File: src/rtl/cmdq_pkg.sv
// Package: shared sizes for the triggered command queue.
// Assumes a 32-bit command word; depth is set per instance.
package cmdq_pkg;
    localparam int CMD_W = 32;
    typedef logic [CMD_W-1:0] cmd_t;
endpackage

File: src/rtl/cmdq_ptrs.sv
// Module: transfer/push pointers and entry count of the ring.
// Assumes push is never requested while full and pop never while empty
// (the top qualifies both). Flush has priority over push and pop.
module cmdq_ptrs #(
    parameter int DEPTH = 4,
    localparam int PTR_W = $clog2(DEPTH),
    localparam int CNT_W = $clog2(DEPTH + 1)
) (
    input  logic             clk,
    input  logic             rst_n,
    input  logic             flush,
    input  logic             push,
    input  logic             pop,
    output logic [PTR_W-1:0] rd_idx,
    output logic [PTR_W-1:0] wr_idx,
    output logic [CNT_W-1:0] count,
    output logic             full,
    output logic             empty
);
    // Next slot index with wrap at DEPTH.
    function automatic logic [PTR_W-1:0] bump(input logic [PTR_W-1:0] p);
        return (p == PTR_W'(DEPTH - 1)) ? '0 : p + 1'b1;
    endfunction

    // Advance pointers and count on push/pop, clear on reset or flush.
    always_ff @(posedge clk) begin
        if (!rst_n || flush) begin
            rd_idx <= '0;
            wr_idx <= '0;
            count  <= '0;
        end else begin
            if (push) wr_idx <= bump(wr_idx);
            if (pop)  rd_idx <= bump(rd_idx);
            case ({push, pop})
                2'b10:   count <= count + 1'b1;
                2'b01:   count <= count - 1'b1;
                default: count <= count;
            endcase
        end
    end

    // Status decode from the count.
    always_comb begin
        empty = (count == '0);
        full  = (count == CNT_W'(DEPTH));
    end

    a_r2_push_slot: assert property (@(posedge clk) disable iff (!rst_n)
        32'(wr_idx) == ((32'(rd_idx) + 32'(count)) % DEPTH));
    a_r6_count_range: assert property (@(posedge clk) disable iff (!rst_n)
        32'(count) <= DEPTH);
    a_r4_pop_advance: assert property (@(posedge clk) disable iff (!rst_n)
        pop && !push && !flush |=> (rd_idx == bump($past(rd_idx))) && (count == $past(count) - 1'b1));
    a_r8_same_edge: assert property (@(posedge clk) disable iff (!rst_n)
        push && pop && !flush |=> count == $past(count));
    a_r11_flush_zero: assert property (@(posedge clk) disable iff (!rst_n)
        flush |=> (count == '0) && (rd_idx == '0));
endmodule

File: src/rtl/cmdq_ring.sv
// Module: ring of command slots, written at wr_idx, read at rd_idx.
// Assumes the caller only writes a free slot. Slots carry no reset:
// an unread slot is never presented, since xfer_valid needs a count.
module cmdq_ring
    import cmdq_pkg::*;
#(
    parameter int DEPTH = 4,
    localparam int PTR_W = $clog2(DEPTH)
) (
    input  logic             clk,
    input  logic             wr_en,
    input  logic [PTR_W-1:0] wr_idx,
    input  cmd_t             wr_data,
    input  logic [PTR_W-1:0] rd_idx,
    output cmd_t             rd_data
);
    cmd_t slot [DEPTH];

    for (genvar g = 0; g < DEPTH; g++) begin : g_slot
        // Capture the whole word when this slot is the push target.
        always_ff @(posedge clk) begin
            if (wr_en && (wr_idx == PTR_W'(g))) slot[g] <= wr_data;
        end
    end

    // Present the slot at the transfer index.
    always_comb rd_data = slot[rd_idx];
endmodule

File: src/rtl/cmdq_status.sv
// Module: sticky overflow/underflow flags and the refill request.
// Assumes clear requests are single-cycle write-1 strobes; a set in the
// same cycle as a clear wins.
module cmdq_status #(
    parameter int DEPTH = 4,
    localparam int CNT_W = $clog2(DEPTH + 1)
) (
    input  logic             clk,
    input  logic             rst_n,
    input  logic             en,
    input  logic             flush,
    input  logic             push_req,
    input  logic             trig,
    input  logic             full,
    input  logic             empty,
    input  logic [CNT_W-1:0] count,
    input  logic [CNT_W-1:0] thresh,
    input  logic             clr_ovf,
    input  logic             clr_udf,
    output logic             ovf_flag,
    output logic             udf_flag,
    output logic             refill_req
);
    logic             ovf_set;
    logic             udf_set;
    logic [CNT_W-1:0] thr_eff;

    // Event decode and threshold clamp to 1..DEPTH.
    always_comb begin
        ovf_set = push_req && full && !flush;
        udf_set = trig && empty;
        if (thresh == '0)                     thr_eff = CNT_W'(1);
        else if (thresh > CNT_W'(DEPTH))      thr_eff = CNT_W'(DEPTH);
        else                                  thr_eff = thresh;
        refill_req = en && (count < thr_eff);
    end

    // Sticky flags: set has priority over write-1 clear.
    always_ff @(posedge clk) begin
        if (!rst_n) begin
            ovf_flag <= 1'b0;
            udf_flag <= 1'b0;
        end else begin
            ovf_flag <= ovf_set || (ovf_flag && !clr_ovf);
            udf_flag <= udf_set || (udf_flag && !clr_udf);
        end
    end

    a_r7_overflow_sets: assert property (@(posedge clk) disable iff (!rst_n)
        push_req && full && !flush |=> ovf_flag);
    a_r9_underflow_sets: assert property (@(posedge clk) disable iff (!rst_n)
        trig && empty |=> udf_flag);
    a_r10_udf_sticky: assert property (@(posedge clk) disable iff (!rst_n)
        udf_flag && !clr_udf |=> udf_flag);
    a_r11_flush_keeps_ovf: assert property (@(posedge clk) disable iff (!rst_n)
        ovf_flag && flush && !clr_ovf |=> ovf_flag);
endmodule

File: src/rtl/cmdq_top.sv
// Module: four-entry triggered command queue (top).
// Assumes trig is a level and xfer_done is a one-cycle completion strobe
// meaningful only while xfer_valid is high. Partial host writes push a
// whole word; unenabled lanes hold whatever wr_data carried.
module cmdq_top
    import cmdq_pkg::*;
#(
    parameter int DEPTH = 4,
    localparam int PTR_W = $clog2(DEPTH),
    localparam int CNT_W = $clog2(DEPTH + 1),
    localparam int BE_W  = CMD_W / 8
) (
    input  logic             clk,
    input  logic             rst_n,
    input  logic             en,
    input  logic             flush,
    input  logic             wr_en,
    input  logic [BE_W-1:0]  wr_be,
    input  logic [CMD_W-1:0] wr_data,
    input  logic             trig,
    input  logic             xfer_done,
    input  logic [CNT_W-1:0] refill_thresh,
    input  logic             clr_ovf,
    input  logic             clr_udf,
    output logic             xfer_valid,
    output logic [CMD_W-1:0] xfer_cmd,
    output logic             xfer_block,
    output logic [PTR_W-1:0] xfer_idx,
    output logic [CNT_W-1:0] count,
    output logic             full,
    output logic             empty,
    output logic             ovf_flag,
    output logic             udf_flag,
    output logic             refill_req
);
    logic             push;
    logic             pop;
    logic [PTR_W-1:0] wr_idx;
    logic             any_lane;

    // Qualify push/pop; byte enables only mark which lanes are meaningful.
    always_comb begin
        any_lane   = |wr_be;
        xfer_valid = trig && !empty;
        xfer_block = xfer_valid;
        push       = wr_en && !full && !flush;
        pop        = xfer_done && xfer_valid && !flush;
    end

    cmdq_ptrs #(.DEPTH(DEPTH)) i_ptrs (
        .clk    (clk),
        .rst_n  (rst_n),
        .flush  (flush),
        .push   (push),
        .pop    (pop),
        .rd_idx (xfer_idx),
        .wr_idx (wr_idx),
        .count  (count),
        .full   (full),
        .empty  (empty)
    );

    cmdq_ring #(.DEPTH(DEPTH)) i_ring (
        .clk     (clk),
        .wr_en   (push),
        .wr_idx  (wr_idx),
        .wr_data (wr_data),
        .rd_idx  (xfer_idx),
        .rd_data (xfer_cmd)
    );

    cmdq_status #(.DEPTH(DEPTH)) i_status (
        .clk        (clk),
        .rst_n      (rst_n),
        .en         (en),
        .flush      (flush),
        .push_req   (wr_en),
        .trig       (trig),
        .full       (full),
        .empty      (empty),
        .count      (count),
        .thresh     (refill_thresh),
        .clr_ovf    (clr_ovf),
        .clr_udf    (clr_udf),
        .ovf_flag   (ovf_flag),
        .udf_flag   (udf_flag),
        .refill_req (refill_req)
    );

    a_r5_empty_unblocks: assert property (@(posedge clk) disable iff (!rst_n)
        empty |-> !xfer_block && !xfer_valid);
    a_r4_done_ignored: assert property (@(posedge clk) disable iff (!rst_n)
        xfer_done && !trig && !wr_en && !flush |=> $stable(count) && $stable(xfer_idx));
    a_r3_partial_pushes: assert property (@(posedge clk) disable iff (!rst_n)
        wr_en && any_lane && !full && !flush && !pop |=> count == $past(count) + 1'b1);
endmodule

File: config.mk
export PLATFORM = sky130hd
export DESIGN_NAME = cmdq_top
export DESIGN_NICKNAME = d
export VERILOG_FILES = /design/src/rtl/cmdq_pkg.sv /design/src/rtl/cmdq_ptrs.sv /design/src/rtl/cmdq_ring.sv /design/src/rtl/cmdq_status.sv /design/src/rtl/cmdq_top.sv
export SDC_FILE = /design/constraint.sdc
export NUM_CORES = 1
export LEC_CHECK = 0
export CELL_PAD_IN_SITES_DETAIL_PLACEMENT = 0
export CELL_PAD_IN_SITES_GLOBAL_PLACEMENT = 1
export CORE_MARGIN = 4
export CORE_UTILIZATION = 25
export CTS_BUF_LIST = sky130_fd_sc_hd__clkbuf_16
export DETAILED_ROUTE_END_ITERATION = 10
export PLACE_DENSITY_LB_ADDON = 0.1
export SLEW_MARGIN = 10
export SYNTH_ARGS = -nofsm -noshare
export SYNTH_HDL_FRONTEND = slang
export SYNTH_SLANG_ARGS = --single-unit
File: constraint.sdc
create_clock -name clk -period 4.1 [get_ports clk]
set_input_delay 0.41 -clock clk [delete_from_list [all_inputs] [get_ports clk]]
set_output_delay 0.41 -clock clk [all_outputs]
set_load 0.005 [all_outputs]
### Word-level counts from Yosys, hierarchy flattened

Memory sizes are Yosys's and may differ from the RTL's. A register that Yosys moved wholly into a read port is not among the register bits.
Index checks and enable logic that the tools add are counted.

| storage, ports and cells | value |
|---|---|
| register bits after elaboration | 9 |
| bits in writable memories | 128 |
| output and inout port bits | 44 |
| logic and storage cells | 74 |
| memories | 1 |

| cells by class | value |
|---|---|
| $add $sub $neg | 4 |
| $lt $le $gt $ge | 2 |
| equal/unequal tests | 7 |
| multiplexer cells | 24 |
| reduce and logical (&&, ||, !) cells | 31 |

Memory list:

| name | depth | bits a word | rd ports | clocked after Yosys merged registers in | write ports | RTL line | text |
|---|---|---|---|---|---|---|---|
| i_ring.slot | 4 | 32 | 1 | 1 | 1 | cmdq_ring.sv:17 | `cmd_t slot [DEPTH];` |

Operators by type and width:

| operator | number |
|---|---|
| 2-to-1 mux 32 bit | 3 |
| OR reduction 32 bit | 3 |
| logical AND 1 bit | 15 |
| 2-to-1 mux 2 bit | 7 |
| 2-to-1 mux 1 bit | 11 |
| == test 2 bit (second input constant) | 4 |
| zero test 1 bit | 6 |
| zero test 3 bit | 2 |
| 2-to-1 mux 3 bit | 2 |
| case mux 3 bit (2 select lines) | 1 |
| adder 2 x 1 -> 2 bit (second input constant) | 2 |
| == test 2 x 1 -> 1 bit (second input constant) | 2 |
| adder 3 x 1 -> 3 bit (second input constant) | 1 |
| == test 3 bit (second input constant) | 1 |
| > comparator 3 bit (second input constant) | 1 |
| logical OR 1 bit | 3 |
| < comparator 3 bit | 1 |
| subtractor 3 x 1 -> 3 bit (second input constant) | 1 |
| zero test 2 bit | 1 |
| nonzero test 2 bit | 1 |

### Depth between registers and ports, before layout

Gate-level depths: netlist (run 1).

| logic depth | value |
|---|---|
| depth in word-level cells | 11 |
| mapped depth | 11 |
| depth with buffers taken out | 10 |

### Modules after synthesis

A second synthesis (run 1) with hierarchy kept.

| unflattened totals | value |
|---|---|
| cells, all modules | 230 |
| area total of the unflattened synthesis | 5208.7 um2 |

By module, submodules not included:

| module | instances | cells an instance | area an instance (um2) |
|---|---|---|---|
| cmdq_ring | 1 | 171 | 4689.5 |
| cmdq_ptrs | 1 | 38 | 344.1 |
| cmdq_status | 1 | 17 | 138.9 |
| cmdq_top | 1 | 4 | 36.3 |

### Least setup slack after synthesis (run 1)

Ideal clock, no wire load.

| path | value |
|---|---|
| kind | register -> register |
| from | register i_ptrs.count[2] |
| to | register i_ptrs.count[2] |
| arrival | 2188 ps |
| path slack | 1842 ps |
| stages on the path, launching flop included | 12 |
| path buffers | 1 |
| cells stage by stage | dfxtp_1 -> or3b_1 -> buf_6 -> inv_2 -> nor2_1 -> inv_1 -> ha_1 -> inv_1 -> fa_1 -> xor2_1 -> or3_1 -> a21oi_1 |

RTL lines:

| item | RTL line | text |
|---|---|---|
| from (decl) | cmdq_ptrs.sv:16 | `output logic [CNT_W-1:0] count,` |
| from (signal assigned) | cmdq_ptrs.sv:35 | `2'b10: count <= count + 1'b1;` |
| from (signal assigned) | cmdq_ptrs.sv:36 | `2'b01: count <= count - 1'b1;` |
| from (signal assigned) | cmdq_ptrs.sv:37 | `default: count <= count;` |
| == test 3 bit * | cmdq_ptrs.sv:45 | `full = (count == CNT_W'(DEPTH));` |
| via full | cmdq_top.sv:30 | `output logic full,` |
| zero test 1 bit * | cmdq_top.sv:46 | `push = wr_en && !full && !flush;` |
| logical AND 1 bit * (2 in series) | cmdq_top.sv:46 |  |
| == test 2 x 1 -> 1 bit / == test 2 bit (equally long branches) | cmdq_ptrs.sv:34 | `case ({push, pop})` |
| case mux 3 bit (2 select lines) / nonzero test 2 bit (equally long branches) | n/a |  |

Mark *: on every way through the listed nets, which the timed path passes. The rest lies on a longest branch.
A chain may end at the register's enable or synchronous reset.

==> results of run 1 <==
==> cell usage in the layout, fill, tap and decap left out, drive strengths merged, types with 2 or more instances in the layout <==
cell           Yosys  layout
edfxtp           128     128
clkdlybuf4s50      0      87
mux4              32      32
clkbuf             1      17
inv               10      13
dfxtp             11      11
ha                 8       8
nor2               6       6
nor2b              5       5
a21oi              5       5
clkinvlp           0       5
clkinv             0       5
nand2b             4       4
and3               4       4
o31ai              3       3
nand2              3       3
o21ai              3       3
xor2               2       2
or4                2       2
bufinv             0       2
==> area by class of cell <==
| type | count | area, µm² | area share, % |
|---|---|---|---|
| Sequential cell | 139 | 4070 | 57.9 |
| Multi-Input combinational cell | 86 | 1110 | 15.9 |
| Timing Repair Buffer | 88 | 891 | 12.7 |
| Clock buffer | 17 | 425 | 6.06 |
| Tap cell | 270 | 338 | 4.81 |
| Clock inverter | 15 | 148 | 2.10 |
| Inverter | 10 | 37.5 | 0.535 |
==> worst min-delay path by stage <==
| stage | end | cells after the start | slack [ns] |
|---|---|---|---|
| CTS | register | 2 | 0.52 |
| global placement | register | 2 | 0.49 |
| finish | register | 2 | 0.50 |
| detailed placement | register | 2 | 0.51 |
| floorplan | register | 2 | 0.48 |
| global route | register | 2 | 0.56 |
==> routing by layer <==
metal	routed length, µm	share of wire (%)	up-vias
met1	4780	44	1301
met5	0	0	-
met2	5510	51	63
met4	121	1.1	0
li1	-	-	1192
met3	455	4.2	10
==> critical path: stages (launching register included) <==
cell             delay (ns)
dfxtp_2                0.78
buf_12                 0.28
mux4_2                 0.56
clkdlybuf4s50_1        0.48
==> power by group through the flow <==
stage	clock network, µW	registers, µW	logic [µW]
after global placement	0	1600	139
final	1470	1580	137
after global routing	1580	1580	149
after detailed placement	0	1610	141
after CTS	1520	1580	142
after floorplan	0	1600	39.7
==> sequential cells by signal, indices dropped and copies added, names as in the netlist, named ones only <==
register	count
i_ptrs.count	3
i_ptrs.rd_idx	2
i_ptrs.wr_idx	2
i_ring.slot	128
i_status.ovf_flag	1
i_status.udf_flag	1
==> cells by family (layout without fill, tap and decap cells) <==
logic type | after synthesis | count (layout)
muxes | 33 | 33
and+or+nand+nor | 29 | 29
DFF | 139 | 139
adders and majority gates | 9 | 9
buffers and inverters | 19 | 130
AOI/OAI and AO/OA | 13 | 13
xor gates and xnor gates | 2 | 2
==> per-stage QoR <==
step / hold slack [ns] / worst slack (ns) / instance area (µm²) / power, µW / std cells
detailed placement: 0.506 / 1.45 / 6450 / 1750 / 593
finish: 0.504 / 1.18 / 7020 / 3180 / 625
CTS: 0.516 / 1.08 / 7020 / 3240 / 625
floorplan: 0.483 / 1.84 / 5270 / 1640 / 244
global route: 0.561 / 0.998 / 7020 / 3310 / 625
global placement: 0.491 / 1.48 / 6450 / 1740 / 593
==> flow_summary_export.csv, run 1 <==
group,metric,value,unit
synth,synth_compound_area_share,1.47,%
cells_and_area,nFillCells,1961,
clock_network,path_clk_slew,0.06,ns
sta,hold_viol_final,0,
sta,finalSetupViolCount,0,
critical_path,r2r_cells,10,
synth,ys.flop_type,"edfxtp_1",
global_routing,grtUsageMet3,3.82,%
synth,avgSynthCellArea,21.6,µm²
routing,initialDrtViolationCount,128,
worst_hold_path,hold_path.startpoint,"i_ptrs.rd_idx[1]",
synth,synth_fa_ha_area_share,2.28,%
routing,routed_wl,10.9,mm
global_routing,grt.overflow.total,0,
floorplanning,die_y,153,µm
critical_path,r2r_slack,1.61,ns
clock_network,cts_max_level,4,
placed_design,port_buffers,87,
sta,period_needed,2.92,ns
clock_network,cts_max_path_buffers,2,
clock_network,clock-sinks,139,
synth,synth_top_area_share,73.0,%
power,switching_power,637,µW
floorplanning,ios,92,
routing,vias_per_cell,4.11,
floorplanning,dieArea,23400,µm²
critical_path,critical_path.endpoint_type,"primary output",
clock_network,numCtsBuffers,17,
power,p_int,2550,µW
floorplanning,coreArea,20500,µm²
synth,synth_warnings,0,
cells_and_area,antenna_cells,0,
synth,synth_simple_gate_area_share,3.18,%
synth,synth_area_leader_cell,"edfxtp_1",
sta,finalCritPeriodShare,71.2,%
critical_path,cp-start-kind,"register",
synth,syn-num-nets,301,
routing,drt_drc_violations_left,0,
synth,ys_seq_area_share,77.2,%
synth,yosys-top-cells-area,"edfxtp_1, mux4_2, dfxtp_1",
synth,synth.top_cells.by_count,"edfxtp_1, mux4_2, dfxtp_1",
synth,synth_top_family_by_area,"multiplexers",
power,p_leak,0.00222,µW
critical_path,critPathCapture,"xfer_cmd[15]",
global_routing,grtUsageTotal,9.55,%
synth,synthMuxAreaShare,13.9,%
clock_network,cts-resized-gates,0,
synth,synthArstFlopShare,0,%
placed_design,hpwl,6.39,mm
routing,wire_per_inst,17.4,µm
floorplanning,die_x,153,µm
synth,ys_ff_latch,139,
clock_network,worstSkewPairLatency,0.40,ns
sta,rsz0062_at_grt,"false",
power,p_comb_share,4.3,%
global_routing,grt_pass1_wl,16.5,mm
worst_hold_path,hold_class,"reg2reg",
sta,tightest_slew,0.970,ns
global_routing,gr-usage-met1,11.3,%
global_routing,grt_pass1_vias,2813,
critical_path,r2r_start,"i_ptrs.count[2]",
critical_path,cp_data_required_time,3.69,ns
synth,yosys.cell_count.top_type,"edfxtp_1",
critical_path,cp.arrival,2.51,ns
sta,fin_skew,0.00866,ns
routing,first_pass_iters,4,
global_routing,top_usage_layer,"met2",
power,p_seq_share,49.5,%
power,cellPowerDensity,454,nW/µm²
flow_run,drv_cap,0,
power,peakVddDrop,220,µV
critical_path,r2r_end,"i_ptrs.count[2]",
global_routing,globalRouteMet2Util,15.9,%
placed_design,gp_congestion,0.658,
cells_and_area,num-nets-final,399,
synth,syn_area,5270,µm²
sta,maxSlewHeadroom,35.3,%
floorplanning,num_rows,52,
clock_network,ctsHoldBuffers,0,
status,status,"completed",
critical_path,critical_path_class,"reg2out",
sta,fmax,342,MHz
cells_and_area,syn2layout_area_growth,33.3,%
clock_network,cts_tree,"built",
power,p_clk_share,46.2,%
global_routing,antenna_found_initial,0,
critical_path,cp_max_fo,17,
clock_network,post_cts.repair.setup_buffers,0,
synth,synth_cells,244,
sta,finalSetupTns,0,ns
cells_and_area,final_core_util,34.2,%
global_routing,grt_max_degree,33,
routing,antenna_left,0,
cells_and_area,drive_gt1_share,20.0,%
synth,ys_types,30,
routing,route.vias.total,2566,
floorplanning,initial_core_util,25.7,%
synth,synth_edf_count,128,
clock_network,root_buffer,"clkbuf_16",
sta,slew_violations,0,
power,sw_frac_of_total,20.0,%
synth,synth_xor_area_share,0.333,%
No activity file was read; power rests on OpenSTA's default activity.
==> inputs of run 2 (changes only) <==
clock period = 2.9 ns   (was 4.1 ns; I/O delays follow)
==> flow_summary_export.csv, run 2 (synthesis gave the netlist of run 1 again) <==
group,metric,value,unit
sta,rsz0062_at_grt,"false",
sta,holdWs,0.509,ns
clock_network,ctsHoldBuffers,0,
status,status,"completed",
cells_and_area,layout.cells.most_common_list,"edfxtp_1, clkdlybuf4s50_1, mux4_2, clkbuf_16, inv_1",
routing,routed_wl,11.0,mm
clock_network,cts-resized-gates,0,
routing,vias_per_cell,4.17,
routing,antenna_left,0,
floorplanning,ios,92,
routing,wire_per_inst,17.4,µm
clock_network,post_cts.repair.setup_buffers,0,
sta,maxSlewHeadroom,63.4,%
critical_path,r2r_start,"i_ptrs.count[2]",
power,p_clk_share,48.2,%
power,p_int,3780,µW
sta,tightest_slew,0.549,ns
global_routing,grt_max_degree,33,
cells_and_area,num-nets-final,407,
floorplanning,dieArea,23400,µm²
global_routing,grt.overflow.total,0,
global_routing,grtUsageTotal,9.97,%
power,cellPowerDensity,652,nW/µm²
cells_and_area,drive_gt1_share,21.2,%
critical_path,crit_start,"i_ptrs.count[2]",
critical_path,cp_max_fo,7,
cells_and_area,syn2layout_area_growth,36.6,%
critical_path,critical_path_class,"reg2reg",
clock_network,clock-sinks,139,
power,p_seq_share,47.5,%
global_routing,grt_pass1_vias,2969,
cells_and_area,largest_reg_flops,128,
worst_hold_path,hold_class,"reg2reg",
placed_design,hpwl,6.84,mm
power,peakVddDrop,395,µV
power,switching_power,904,µW
placed_design,gp_congestion,0.653,
clock_network,cts_tree,"built",
flow_run,drv_cap,0,
sta,period_needed,2.49,ns
global_routing,antenna_found_initial,0,
floorplanning,coreArea,20500,µm²
clock_network,numCtsBuffers,17,
placed_design,port_buffers,87,
floorplanning,initial_core_util,25.7,%
critical_path,r2r_cells,10,
clock_network,cts_max_path_buffers,2,
worst_hold_path,hold_path.startpoint,"i_ptrs.rd_idx[1]",
floorplanning,num_rows,52,
critical_path,critical_path.endpoint_type,"register",
power,p_comb_share,4.3,%
worst_hold_path,worstHoldPathCells,2,
sta,finalSetupTns,0,ns
cells_and_area,antenna_cells,0,
floorplanning,die_y,153,µm
routing,first_pass_iters,4,
routing,drt_drc_violations_left,0,
critical_path,cp-start-kind,"register",
critical_path,cp.arrival,2.83,ns
clock_network,worstSkewPairLatency,0.41,ns
routing,initialDrtViolationCount,145,
sta,fin_skew,0.0120,ns
sta,fmax,401,MHz
cells_and_area,layout_commonest_cell,"edfxtp_1",
sta,finalCritPeriodShare,86.0,%
clock_network,path_clk_slew,0.06,ns
clock_network,root_buffer,"clkbuf_16",
power,p_leak,0.00231,µW
sta,finalSetupViolCount,0,
cells_and_area,largestRegisters,"i_ring.slot x128, i_ptrs.count x3",
cells_and_area,nFillCells,1933,
power,sw_frac_of_total,19.3,%
cells_and_area,final_core_util,35.1,%
sta,slew_violations,0,
clock_network,cts_max_level,4,
global_routing,grt_pass1_wl,17.4,mm
sta,layout_setup_ws,0.406,ns
sta,hold_viol_final,0,
placed_design,post-place-ws,0.299,ns
routing,route.vias.total,2640,
cells_and_area,regMostFlops,"i_ring.slot",
critical_path,cp_data_required_time,3.23,ns
floorplanning,die_x,153,µm
-- run 2: worst max-delay path, cell delays in order (launching register included) --
cell,delay (ns)
dfxtp_1,0.46
or3b_1,0.50
inv_2,0.12
nor2_1,0.07
inv_1,0.06
ha_1,0.17
inv_1,0.06
fa_1,0.38
xor2_1,0.16
or3_1,0.31
a21oi_1,0.14
-- run 2: per-stage QoR --
step | power, µW | std cells | instance area, µm²
finish | 4690 | 633 | 7190
global route | 4880 | 633 | 7190
CTS | 4770 | 633 | 7190
detailed placement | 2470 | 601 | 6570
global placement | 2470 | 601 | 6570
floorplan | 2320 | 244 | 5270
-- run 2: layout make-up --
cell class	instances	area [µm²]	area share, %
well taps	270	338	4.70
flip-flops and latches	139	4070	56.6
clock inverters	15	196	2.73
inverters	10	37.5	0.522
multi-input cells	86	1110	15.5
repair buffers	96	1010	14.1
clock buffers	17	425	5.92
-- run 2: layer usage --
metal  part of all wire (%)  GRT usage, %
met3                    4.0          3.59
met2                     50          16.1
met5                      0             0
met1                     45          12.4
met4                    1.1          3.56
-- run 2: final timing paths --
path,to,slack [ns]
min,register,0.51
max reg2reg,i_ptrs.count[2],0.41
min reg2reg,register,0.51
max,i_ptrs.count[2],0.41
-- run 2: power groups by stage --
stage / clock network [µW] / logic [µW] / registers, µW
floorplan: 0 / 56.1 / 2270
global placement: 0 / 206 / 2270
detailed placement: 0 / 208 / 2270
CTS: 2340 / 209 / 2220
global route: 2430 / 223 / 2230
finish: 2260 / 203 / 2220
==> inputs of run 3 (changes only) <==
SLEW_MARGIN = 20   (was 10)
clock period = 2.3 ns   (was 2.9 ns; I/O delays follow)
==> flow_summary_export.csv, run 3 (synthesis gave the netlist of run 1 again) <==
group,metric,value,unit
status,status,"completed",
global_routing,antenna_found_initial,0,
cells_and_area,layout.cells.most_common_list,"edfxtp_1, clkdlybuf4s50_1, mux4_2, buf_4, clkbuf_16",
critical_path,critical_path.endpoint_type,"primary output",
cells_and_area,antenna_cells,0,
clock_network,clock-sinks,139,
cells_and_area,final_cells,654,
cells_and_area,drive_gt1_share,25.5,%
routing,first_pass_iters,4,
global_routing,grtUsageMet3,3.87,%
sta,fmax,452,MHz
critical_path,critical_path_class,"reg2out",
flow_run,drv_cap,0,
sta,maxSlewHeadroom,79.4,%
routing,route.vias.total,2720,
power,power.total,5680,µW
clock_network,cts_max_level,4,
cells_and_area,largest_reg_flops,128,
cells_and_area,syn2layout_area_growth,39.4,%
floorplanning,num_rows,52,
floorplanning,die_y,153,µm
global_routing,grt_pass1_wl,17.5,mm
floorplanning,coreArea,20500,µm²
power,p_leak,0.00244,µW
worst_hold_path,hold_class,"in2reg",
routing,wire_per_inst,17.2,µm
floorplanning,initial_core_util,25.7,%
sta,finalCritPeriodShare,96.1,%
sta,layout_setup_ws,0.0892,ns
power,peakVddDrop,496,µV
global_routing,gr-usage-met1,12.9,%
routing,drt_drc_violations_left,0,
global_routing,grt.overflow.total,0,
placed_design,gp_congestion,0.679,
power,cellPowerDensity,774,nW/µm²
critical_path,r2r_cells,10,
worst_hold_path,worstHoldPathCells,1,
routing,vias_per_cell,4.16,
global_routing,grt_pass1_vias,2982,
critical_path,cp-start-kind,"register",
placed_design,placed_cells,614,
routing,routed_wl,11.3,mm
floorplanning,ios,92,
sta,hold_viol_final,0,
sta,period_needed,2.21,ns
clock_network,path_clk_slew,0.06,ns
routing,initialDrtViolationCount,156,
routing,antenna_left,0,
placed_design,post-place-ws,-0.0693,ns
sta,fin_skew,0.00794,ns
global_routing,grtUsageTotal,10.2,%
global_routing,top_usage_layer,"met2",
critical_path,cp_max_fo,9,
cells_and_area,regMostFlops,"i_ring.slot",
critical_path,cp_data_required_time,2.07,ns
global_routing,grt_max_degree,21,
clock_network,worstSkewPairLatency,0.41,ns
sta,finalSetupTns,0,ns
critical_path,cp.arrival,1.98,ns
sta,slew_violations,0,
floorplanning,dieArea,23400,µm²
placed_design,hpwl,6.95,mm
clock_network,numCtsBuffers,17,
clock_network,cts_max_path_buffers,2,
cells_and_area,largestRegisters,"i_ring.slot x128, i_ptrs.count x3",
sta,tightest_slew,0.309,ns
cells_and_area,num-nets-final,428,
clock_network,root_buffer,"clkbuf_16",
global_routing,globalRouteMet2Util,15.8,%
sta,finalSetupViolCount,0,
floorplanning,die_x,153,µm
clock_network,cts_tree,"built",
sta,rsz0062_at_grt,"false",
placed_design,port_buffers,87,
cells_and_area,layout_commonest_cell,"edfxtp_1",
## run 3: cell count changes in the layout (fill, tap and decap cells not counted), moves of 2 or more
cell / before / now
buf_4: 3 / 22
bufinv_16: 4 / 2
clkdlybuf4s50_1: 87 / 75
clkinv_1: 1 / 3
clkinvlp_4: 1 / 3
dlygate4sd2_1: 0 / 8
dlymetal6s2s_1: 0 / 4
inv_1: 11 / 9
inv_6: 4 / 1
## run 3: what timing repair did
action                     CTS  global route
gates cloned                 1             0
setup endpoints to repair   24            14
resized for setup           12             5
pin swaps                    0             0
buffers inserted             0             7
hold buffers                 0             0
## run 3: area by class of cell
cell class	count	area, µm²
clock buffers	17	425
flip-flops and latches	139	4070
inverters	10	37.5
well taps	270	338
multi-input cells	86	1110
fillers	1942	13200
clock inverters	15	150
repair buffers	117	1200
## run 3: final timing paths
kind | end | slack (ns) | start
min | i_ring.slot[3][20] | 0.46 | wr_data[20]
max reg2reg | i_ptrs.count[2] | 0.13 | i_ptrs.count[2]
max | xfer_cmd[8] | 0.09 | register
min reg2reg | register | 0.52 | i_ptrs.rd_idx[1]
## run 3: stage by stage
stage	instance area (µm²)	hold WS, ns	utilization, %
floorplan	5270	0.329	-
global placement	6670	0.520	32.5
detailed placement	6670	0.510	32.5
CTS	7270	0.436	35.5
global route	7340	0.444	35.8
finish	7340	0.459	35.8
## run 3: critical path: stages (launching register included)
cell and delay [ns]:
dfxtp_4 0.42, buf_12 0.17, mux4_2 0.52, clkdlybuf4s50_1 0.46
## run 3: metal layers
metal  vias to the layer above  routed length, µm
met2                        75               5420
met1                      1382               5120
met5                         -                  0
met3                         9                597
li1                       1254                  -
met4                         0                126
## run 3: power breakdown
group          switching (µW)  internal, µW  total, µW
sequential               8.30          2800       2800
clock                    1020          1590       2610
combinational             101           158        258
total                    1130          4550       5680
